==> config.mk <==
export PLATFORM = sky130hd
export DESIGN_NAME = spi_irq_flags
export DESIGN_NICKNAME = d
export VERILOG_FILES = /design/src/rtl/spi_irq_pkg.sv /design/src/rtl/spi_irq_sticky.sv /design/src/rtl/spi_irq_underrun.sv /design/src/rtl/spi_irq_regif.sv /design/src/rtl/spi_irq_flags.sv
export SDC_FILE = /design/constraint.sdc
export NUM_CORES = 1
export LEC_CHECK = 0
export ABC_CLOCK_PERIOD_IN_PS = 1950
export BUFFER_PORTS_ARGS = -buffer_cell sky130_fd_sc_hd__buf_2
export CAP_MARGIN = 20
export CORE_ASPECT_RATIO = 1.4
export CORE_MARGIN = 2
export CORE_UTILIZATION = 32
export DETAILED_ROUTE_END_ITERATION = 8
export PLACE_DENSITY = 0.88
export SLEW_MARGIN = 30
export SYNTH_ARGS = -nofsm -noshare
export SYNTH_HDL_FRONTEND = slang
export SYNTH_HIERARCHICAL = 1
export SYNTH_SLANG_ARGS = --single-unit
==> constraint.sdc <==
create_clock -name clk -period 1.95 [get_ports clk]
set_input_delay 0.0975 -clock clk [delete_from_list [all_inputs] [get_ports clk]]
set_output_delay 0.0975 -clock clk [all_outputs]
set_load 0.01 [all_outputs]
==> src/rtl/spi_irq_pkg.sv <==
package spi_irq_pkg;
   localparam int unsigned REG_W    = 32;
   localparam int unsigned BIT_ROV  = 30;
   localparam int unsigned BIT_TUR  = 27;
   localparam int unsigned BIT_FERR = 15;
   localparam int unsigned BIT_TXF  = 4;
   localparam int unsigned BIT_RXF  = 0;
   localparam logic [REG_W-1:0] IMPL_MASK = (32'h1 << BIT_ROV) | (32'h1 << BIT_TUR) |
                                             (32'h1 << BIT_FERR) | (32'h1 << BIT_TXF) |
                                             (32'h1 << BIT_RXF);

   typedef struct packed {
      logic rov;
      logic tur;
      logic ferr;
      logic txf;
      logic rxf;
   } flag_set_t;

   typedef struct packed {
      logic rov;
      logic tur;
      logic ferr;
   } clr_set_t;
endpackage

==> src/rtl/spi_irq_sticky.sv <==
module spi_irq_sticky #(
   parameter bit SET_WINS = 1'b1
) (
   input  logic clk,
   input  logic rst_n,
   input  logic set_i,
   input  logic clr_i,
   input  logic kill_i,
   output logic q_o
);
   logic q_r;
   logic q_nxt;

   generate
      if (SET_WINS) begin : g_set_wins
         always_comb q_nxt = set_i | (q_r & ~clr_i);
      end else begin : g_clr_wins
         always_comb q_nxt = (set_i | q_r) & ~clr_i;
      end
   endgenerate

   always_ff @(posedge clk or negedge rst_n) begin
      if (!rst_n)      q_r <= 1'b0;
      else if (kill_i) q_r <= 1'b0;
      else             q_r <= q_nxt;
   end

   assign q_o = q_r;
endmodule

==> src/rtl/spi_irq_underrun.sv <==
module spi_irq_underrun #(
   parameter bit SET_WINS       = 1'b1,
   parameter bit SUPPORT_IGNORE = 1'b1
) (
   input  logic clk,
   input  logic rst_n,
   input  logic mod_on,
   input  logic frm_en,
   input  logic ign_und,
   input  logic cond_i,
   input  logic clr_i,
   output logic flag_o
);
   logic stored;
   logic set_s;
   logic kill_s;

   generate
      if (SUPPORT_IGNORE) begin : g_ign
         logic live;
         assign set_s  = frm_en & ~ign_und & cond_i;
         assign kill_s = ~mod_on | ign_und;
         assign live   = frm_en & cond_i;
         assign flag_o = mod_on & (ign_und ? live : stored);
      end else begin : g_noign
         logic unused_ign;
         assign unused_ign = ign_und;
         assign set_s  = frm_en & cond_i;
         assign kill_s = ~mod_on;
         assign flag_o = mod_on & stored;
      end
   endgenerate

   spi_irq_sticky #(.SET_WINS(SET_WINS)) u_cell (
      .clk    (clk),
      .rst_n  (rst_n),
      .set_i  (set_s),
      .clr_i  (clr_i),
      .kill_i (kill_s),
      .q_o    (stored)
   );
endmodule

==> src/rtl/spi_irq_regif.sv <==
module spi_irq_regif
   import spi_irq_pkg::*;
#(
   parameter int unsigned ADDR_W     = 8,
   parameter int unsigned REG_OFFSET = 32'h20
) (
   input  logic [ADDR_W-1:0] reg_addr,
   input  logic              reg_wr,
   input  logic              reg_rd,
   input  logic [REG_W-1:0]  reg_wdata,
   input  flag_set_t         flags_i,
   input  logic [REG_W-1:0]  irq_en,
   output clr_set_t          clr_o,
   output logic [REG_W-1:0]  view_o,
   output logic [REG_W-1:0]  reg_rdata,
   output logic              irq
);
   localparam logic [ADDR_W-1:0] OFF_A = ADDR_W'(REG_OFFSET);

   logic hit;
   logic wr_hit;
   logic rd_hit;
   logic unused_wdata;

   assign hit    = (reg_addr == OFF_A);
   assign wr_hit = reg_wr & hit;
   assign rd_hit = reg_rd & hit;

   assign clr_o.rov  = wr_hit & reg_wdata[BIT_ROV];
   assign clr_o.tur  = wr_hit & reg_wdata[BIT_TUR];
   assign clr_o.ferr = wr_hit & reg_wdata[BIT_FERR];
   assign unused_wdata = ^(reg_wdata & ~IMPL_MASK);

   always_comb begin
      view_o           = '0;
      view_o[BIT_ROV]  = flags_i.rov;
      view_o[BIT_TUR]  = flags_i.tur;
      view_o[BIT_FERR] = flags_i.ferr;
      view_o[BIT_TXF]  = flags_i.txf;
      view_o[BIT_RXF]  = flags_i.rxf;
   end

   assign reg_rdata = rd_hit ? view_o : '0;
   assign irq       = |(view_o & irq_en);
endmodule

==> src/rtl/spi_irq_flags.sv <==
module spi_irq_flags
   import spi_irq_pkg::*;
#(
   parameter int unsigned ADDR_W         = 8,
   parameter int unsigned REG_OFFSET     = 32'h20,
   parameter bit          SET_WINS       = 1'b1,
   parameter bit          SUPPORT_IGNORE = 1'b1
) (
   input  logic              clk,
   input  logic              rst_n,
   input  logic [ADDR_W-1:0] reg_addr,
   input  logic              reg_wr,
   input  logic              reg_rd,
   input  logic [31:0]       reg_wdata,
   output logic [31:0]       reg_rdata,
   input  logic              rx_done,
   input  logic              rx_full,
   input  logic              tx_full,
   input  logic              tx_underrun,
   input  logic              frame_err,
   input  logic              mod_on,
   input  logic              frm_en,
   input  logic              ign_und,
   input  logic [31:0]       irq_en,
   output logic              irq
);
   localparam longint unsigned ADDR_SPAN = 64'd1 << ADDR_W;

   generate
      if (ADDR_W < 1 || ADDR_W > 32) begin : g_bad_aw
         $error("spi_irq_flags: ADDR_W out of range");
      end
      if (longint'(REG_OFFSET) >= ADDR_SPAN) begin : g_bad_off
         $error("spi_irq_flags: REG_OFFSET does not fit ADDR_W");
      end
      if (REG_W != 32) begin : g_bad_w
         $error("spi_irq_flags: register width must be 32");
      end
   endgenerate

   flag_set_t        flags;
   clr_set_t         clr;
   logic [REG_W-1:0] flag_view;

   spi_irq_sticky #(.SET_WINS(SET_WINS)) u_rov (
      .clk    (clk),
      .rst_n  (rst_n),
      .set_i  (rx_done & rx_full),
      .clr_i  (clr.rov),
      .kill_i (1'b0),
      .q_o    (flags.rov)
   );

   spi_irq_sticky #(.SET_WINS(SET_WINS)) u_ferr (
      .clk    (clk),
      .rst_n  (rst_n),
      .set_i  (frame_err & frm_en),
      .clr_i  (clr.ferr),
      .kill_i (1'b0),
      .q_o    (flags.ferr)
   );

   spi_irq_underrun #(.SET_WINS(SET_WINS), .SUPPORT_IGNORE(SUPPORT_IGNORE)) u_tur (
      .clk     (clk),
      .rst_n   (rst_n),
      .mod_on  (mod_on),
      .frm_en  (frm_en),
      .ign_und (ign_und),
      .cond_i  (tx_underrun),
      .clr_i   (clr.tur),
      .flag_o  (flags.tur)
   );

   assign flags.txf = tx_full;
   assign flags.rxf = rx_full;

   spi_irq_regif #(.ADDR_W(ADDR_W), .REG_OFFSET(REG_OFFSET)) u_regif (
      .reg_addr  (reg_addr),
      .reg_wr    (reg_wr),
      .reg_rd    (reg_rd),
      .reg_wdata (reg_wdata),
      .flags_i   (flags),
      .irq_en    (irq_en),
      .clr_o     (clr),
      .view_o    (flag_view),
      .reg_rdata (reg_rdata),
      .irq       (irq)
   );
endmodule

==> results of run 1 <==
==> where the power goes <==
group          internal [W]  switching [W]   total, W  leakage, nW
Combinational     0.0000346      0.0000542  0.0000887        0.314
Sequential        0.0000658     0.00000265  0.0000684       0.0401
Clock             0.0000768      0.0000336   0.000110       0.0150
Total              0.000177      0.0000904   0.000268        0.369
==> worst paths after layout <==
kind	to	cells after the start	start	slack (ns)
max	reg_rdata[27]	4	reg_addr[1]	0.52
min	u_tur/u_cell/q_o	3	mod_on	0.12
max reg2reg	u_ferr/q_o	2	u_ferr/q_o	1.28
min reg2reg	u_tur/u_cell/q_o	2	u_tur/u_cell/q_o	0.55
max in group asynchronous	u_ferr/q_o	2	rst_n	1.64
min in group asynchronous	u_tur/u_cell/q_o	2	rst_n	0.20
==> critical path: cells and delay by family <==
| kind | cells | cell delay (ns) |
|---|---|---|
| buffers and inverters | 2 | 0.24 |
| AND/OR/NAND/NOR | 2 | 0.99 |
==> layer usage <==
| metal | GRT usage [%] | routed length [um] | part of all wire (%) | vias up |
|---|---|---|---|---|
| li1 | - | - | - | 248 |
| met1 | 9.27 | 364 | 34 | 203 |
| met2 | 18.0 | 488 | 45 | 49 |
| met3 | 2.48 | 176 | 16 | 4 |
| met4 | 15.5 | 50 | 4.6 | 0 |
| met5 | 0 | 0 | 0 | - |
==> state kept, by name, indices dropped and copies added (netlist names) <==
register          flops
u_tur/u_cell/q_o      1
u_ferr/q_o            1
u_rov/q_o             1
==> per-stage QoR <==
| stage | instances | util [%] |
|---|---|---|
| detailed placement | 123 | 37.1 |
| finish | 128 | 39.2 |
| global placement | 123 | 37.1 |
| floorplan | 99 | - |
| CTS | 128 | 39.2 |
| global route | 128 | 39.2 |
==> placed cells by master (no fill, tap or decap), drive strengths merged <==
| cell type | count |
|---|---|
| nand2 | 11 |
| nand2b | 4 |
| dfrtp | 3 |
| or4 | 1 |
| o22ai | 1 |
| nor3 | 8 |
| and2 | 2 |
| dlygate4sd3 | 1 |
| inv | 4 |
| a222oi | 1 |
| conb | 29 |
| a22oi | 1 |
| nor2 | 1 |
| a21oi | 3 |
| clkbuf | 4 |
| or4b | 1 |
| buf | 33 |
==> area by class of cell <==
class | count | area (um2) | share of cell area, %
multi-input cells | 63 | 363 | 53.4
repair buffers | 34 | 175 | 25.8
flip-flops and latches | 3 | 75.1 | 11.0
clock buffers | 4 | 26.3 | 3.87
well taps | 20 | 25.0 | 3.68
inverters | 4 | 15.0 | 2.21
==> results by group, run 1 <==
Floorplan
  – Core ar.: 1730 um2
  – Ports: 117
  – Die X: 39.8 um
  – # rows: 18
  – Starting Density: 33.0%
  – Die Height: 54.1 um
  – Die Footprint: 2150 um2

Flow run
  – Max-cap viol count: 0

Final layout
  – Post-layout net count: 193
  – Finished layout cell area: 679 um2
  – Share of cells above drive strength 1: 46.3%
  – Diodes inserted: 0
  – Filler cells: 187
  – Area delta synth->final: 18.6%

Clock network
  – CTS buffer count: 3
  – Clk slew on worst S/H paths: 0.04 ns
  – Clk root buf: clkbuf_4
  – Post-CTS setup buffer count: 0
  – Hold-fix buffers at CTS: 1
  – CTS tree: done
  – Clock latency on the worst-skew pair: 0.23 ns
  – Resized cells post-CTS: 0
  – # H-tree levels: 1
  – Clk sinks: 3
  – CTS max path bufs: 2

Drt
  – Routed vias/inst: 3.94
  – ANT nets after route: 0
  – Initial DRT Pass Iterations: 5
  – DRC: 0
  – Final WL: 1.08 mm
  – Drt wl/cell: 8.43 um
  – Via count: 504
  – Drt first-iter violations: 5

Power and ir drop
  – Final total power: 0.000268 W
  – Peak VDD IR: 0.204 mV
  – Leakage: 0.369 nW
  – P per Cell Area: 394 nW/um2

STA
  – Final Skew: 0 ns
  – Final TNS setup: 0 ns
  – Min cycle time layout: 1.43 ns
  – Final hold vios: 0
  – Unrepaired setup endpoints after global routing: false
  – Fmax: 699 MHz
  – Endpoints failing setup: 0
  – Period utilisation layout: 73.4%
  – Final WS setup: 0.519 ns
  – Slew Limit Fails: 0
  – Hold slack: 0.119 ns

Critical path
  – Required time of the critical path: 1.85 ns
  – CP endpoint kind: output pin
  – CP Launch Type: input port
  – CP Data Arrival Time: 1.33 ns
  – Crit path cell chain: buf_2 > or4b_1 > nor3_2 > buf_2
  – Max incr delay on CP: 0.76 ns
  – CP most frequent cell: buf_2
  – CP max stage cell: or4b_1
  – Kind of critical path: input port to output pin
  – CP max FO: 8

Placement
  – Gpl congestion: 0.666
  – I/O Buffers: 33
  – HPWL after DPL: 948 um
  – Dpl cell area: 643 um2
  – Post-place setup slack: 0.442 ns

GRT
  – Vias in the first global route: 380
  – GR Overflow Total: 0
  – First-pass GRT wire length: 1.41 mm
  – Tot GR Track Use: 11.2%
  – Largest net degree at the start of global routing: 9
  – Antenna violations before repair: 0

Synth
  – Cells after Synth: 72
  – Netlist Area Pre-Place: 573 um2
  – Synth Warn #: 6
  – Syn Area/Cell: 7.96 um2

Hold path
  – Hold Path Class: input port to flop

Status
  – Status: finished clean
Note: power is estimated with default switching activity, not from simulation.
==> run 2: changes to the inputs <==
--- a/config.mk
+++ b/config.mk
@@ -5,14 +5,15 @@
 export SDC_FILE = /design/constraint.sdc
 export NUM_CORES = 1
 export LEC_CHECK = 0
-export ABC_CLOCK_PERIOD_IN_PS = 1950
+export ABC_AREA = 1
+export ABC_CLOCK_PERIOD_IN_PS = 1500
 export BUFFER_PORTS_ARGS = -buffer_cell sky130_fd_sc_hd__buf_2
 export CAP_MARGIN = 20
 export CORE_ASPECT_RATIO = 1.4
 export CORE_MARGIN = 2
-export CORE_UTILIZATION = 32
+export CORE_UTILIZATION = 30
 export DETAILED_ROUTE_END_ITERATION = 8
-export PLACE_DENSITY = 0.88
+export PLACE_DENSITY = 0.84
 export SLEW_MARGIN = 30
 export SYNTH_ARGS = -nofsm -noshare
 export SYNTH_HDL_FRONTEND = slang
==> constraint.sdc (replaced) <==
create_clock -name clk -period 1.5 [get_ports clk]
set_input_delay 0.075 -clock clk [delete_from_list [all_inputs] [get_ports clk]]
set_output_delay 0.075 -clock clk [all_outputs]
set_load 0.01 [all_outputs]
==> results by group, run 2 <==
Status
  – Status: finished clean

Critical path
  – CP max FO: 2 (-6)
  – R2R depth: 2 (unchanged)
  – Crit path capture: irq
  – R2r endpoint: u_ferr/q_o
  – Critical R2R Launch: u_ferr/q_o
  – Reg2Reg Setup Slack: 0.85 ns (-0.43 ns)
  – Kind of critical path: flop to output pin
  – CP Launch Type: flop
  – CP Launch Point: u_tur/u_cell/q_o
  – CP Data Arrival Time: 1.20 ns (-0.13 ns)
  – CP endpoint kind: output pin
  – Required time of the critical path: 1.42 ns (-0.43 ns)

Power and ir drop
  – Peak VDD IR: 0.326 mV (+60%)
  – Final total power: 0.000346 W (+29%)
  – P per Cell Area: 510 nW/um2 (+30%)
  – Leakage: 0.454 nW (+23%)

Placement
  – HPWL after DPL: 895 um (-5.6%)
  – I/O Buffers: 33 (unchanged)
  – Gpl congestion: 0.669 (+0.50%)

Final layout
  – Most common cell after layout, fill and taps aside: buf_2
  – Most frequent cells in the layout: 33 x buf_2, 29 x conb_1, 24 x inv_1
  – Share of cells above drive strength 1: 32.8% (-13 points)
  – Filler cells: 211 (+13%)
  – Multi-input logic area: 287 um2 (-21%)
  – Post-layout net count: 216 (+12%)
  – Diodes inserted: 0 (unchanged)
  – Area delta synth->final: 22.6%
  – Final core occ: 38.6% (-0.57 points)
  – Sequential cell area: 75.1 um2 (unchanged)

Drt
  – Drt wl/cell: 6.73 um (-20%)
  – Via count: 533 (+5.8%)
  – ANT nets after route: 0 (unchanged)
  – Routed vias/inst: 3.53 (-10%)
  – Final WL: 1.02 mm (-5.8%)
  – Drt first-iter violations: 0 (-5)
  – Initial DRT Pass Iterations: 1 (-4)
  – DRC: 0 (unchanged)

GRT
  – Largest net degree at the start of global routing: 6 (-3)
  – GR peak layer: met2
  – Met2 usage: 17.7% (-0.29 points)
  – GR Overflow Total: 0 (unchanged)
  – Antenna violations before repair: 0 (unchanged)
  – Tot GR Track Use: 10.3% (-0.86 points)
  – M1 GR Usage: 8.60% (-0.67 points)
  – GR Util met3: 2.44% (-0.040 points)
  – Vias in the first global route: 386 (+1.6%)
  – First-pass GRT wire length: 1.41 mm (+0.50%)

Clock network
  – Clk sinks: 3 (unchanged)
  – Clk slew on worst S/H paths: 0.04 ns (about the same)
  – Clk root buf: clkbuf_4
  – CTS max path bufs: 2 (unchanged)
  – # H-tree levels: 1 (unchanged)
  – CTS buffer count: 3 (unchanged)
  – Post-CTS setup buffer count: 0 (unchanged)
  – Clock latency on the worst-skew pair: 0.24 ns (about the same)
  – CTS tree: done
  – Resized cells post-CTS: 0 (unchanged)

Floorplan
  – Die Height: 54.8 um (+1.4%)
  – Starting Density: 31.5% (-1.6 points)
  – Ports: 117 (unchanged)
  – Core ar.: 1760 um2 (+1.3%)
  – Die Footprint: 2210 um2 (+2.7%)
  – Die X: 40.3 um (+1.3%)
  – # rows: 18 (unchanged)

Flow run
  – Max-cap viol count: 0 (unchanged)

STA
  – Endpoints failing setup: 0 (unchanged)
  – Hold slack: 0.0833 ns (-0.0361 ns)
  – Final Skew: 0 ns (unchanged)
  – Unrepaired setup endpoints after global routing: false
  – Final TNS setup: 0 ns (unchanged)
  – Period utilisation layout: 84.9%
  – Min cycle time layout: 1.27 ns
  – Final hold vios: 0 (unchanged)
  – Slew Limit Fails: 0 (unchanged)
  – Fmax: 785 MHz

Synth
  – Syn Area/Cell: 5.95 um2 (-25%)
  – Netlist Area Pre-Place: 553 um2 (-3.5%)
  – Synth Warn #: 6 (unchanged)
  – Cells after Synth: 93 (+29%)

Hold path
  – Hold Path Class: input port to flop
-- run 2: cell type report --
type                            instances  area share, %
Clock buffer                            4           3.87
Inverter                               24           13.3
Multi-Input combinational cell         66           42.3
Sequential cell                         3           11.1
Tap cell                               20           3.69
Timing Repair Buffer                   34           25.8
-- run 2: worst min-delay path by stage --
stage	slack [ns]	end	cells past startpoint	from
finish	0.08	u_tur/u_cell/q_o	3	mod_on
CTS	0.08	u_tur/u_cell/q_o	3	mod_on
floorplan	-0.22	u_ferr/q_o	0	rst_n
global placement	-0.13	u_rov/q_o	1	rst_n
global route	0.1	u_tur/u_cell/q_o	3	mod_on
detailed placement	-0.12	u_rov/q_o	1	rst_n
-- run 2: repair_timing --
| action | in CTS | in global routing |
|---|---|---|
| hold buffers | 1 | 0 |
| endpoints found under the hold margin | 3 | 0 |
| endpoints found under the setup margin | 0 | 0 |
-- run 2: per-layer routing --
metal	share of wire, %	up-vias
li1	-	283
met1	34	203
met2	46	42
met3	17	5
met4	3.6	0
met5	0	-
-- run 2: where the power goes --
group	switching (W)	leakage (nW)	internal, W	total [W]
clock	0.0000458	0.0150	0.000100	0.000146
combinational	0.0000676	0.399	0.0000438	0.000111
sequential	0.00000336	0.0401	0.0000855	0.0000889
total	0.000117	0.454	0.000229	0.000346
-- run 2: worst max-delay path, cell delays in order, from the launching register on --
cell and delay [ns]:
dfrtp_1 0.36, o21ai_0 0.14, nor2_1 0.07, nand2_1 0.06
nand3_1 0.06, nand3b_1 0.14, buf_2 0.14
-- run 2: stage by stage --
stage,instances,setup slack [ns],instance area [um2]
after global placement,146,0.462,642
after CTS,151,0.210,678
after floorplan,120,0.591,654
after global routing,151,0.128,678
final,151,0.226,678
after detailed placement,146,0.462,642
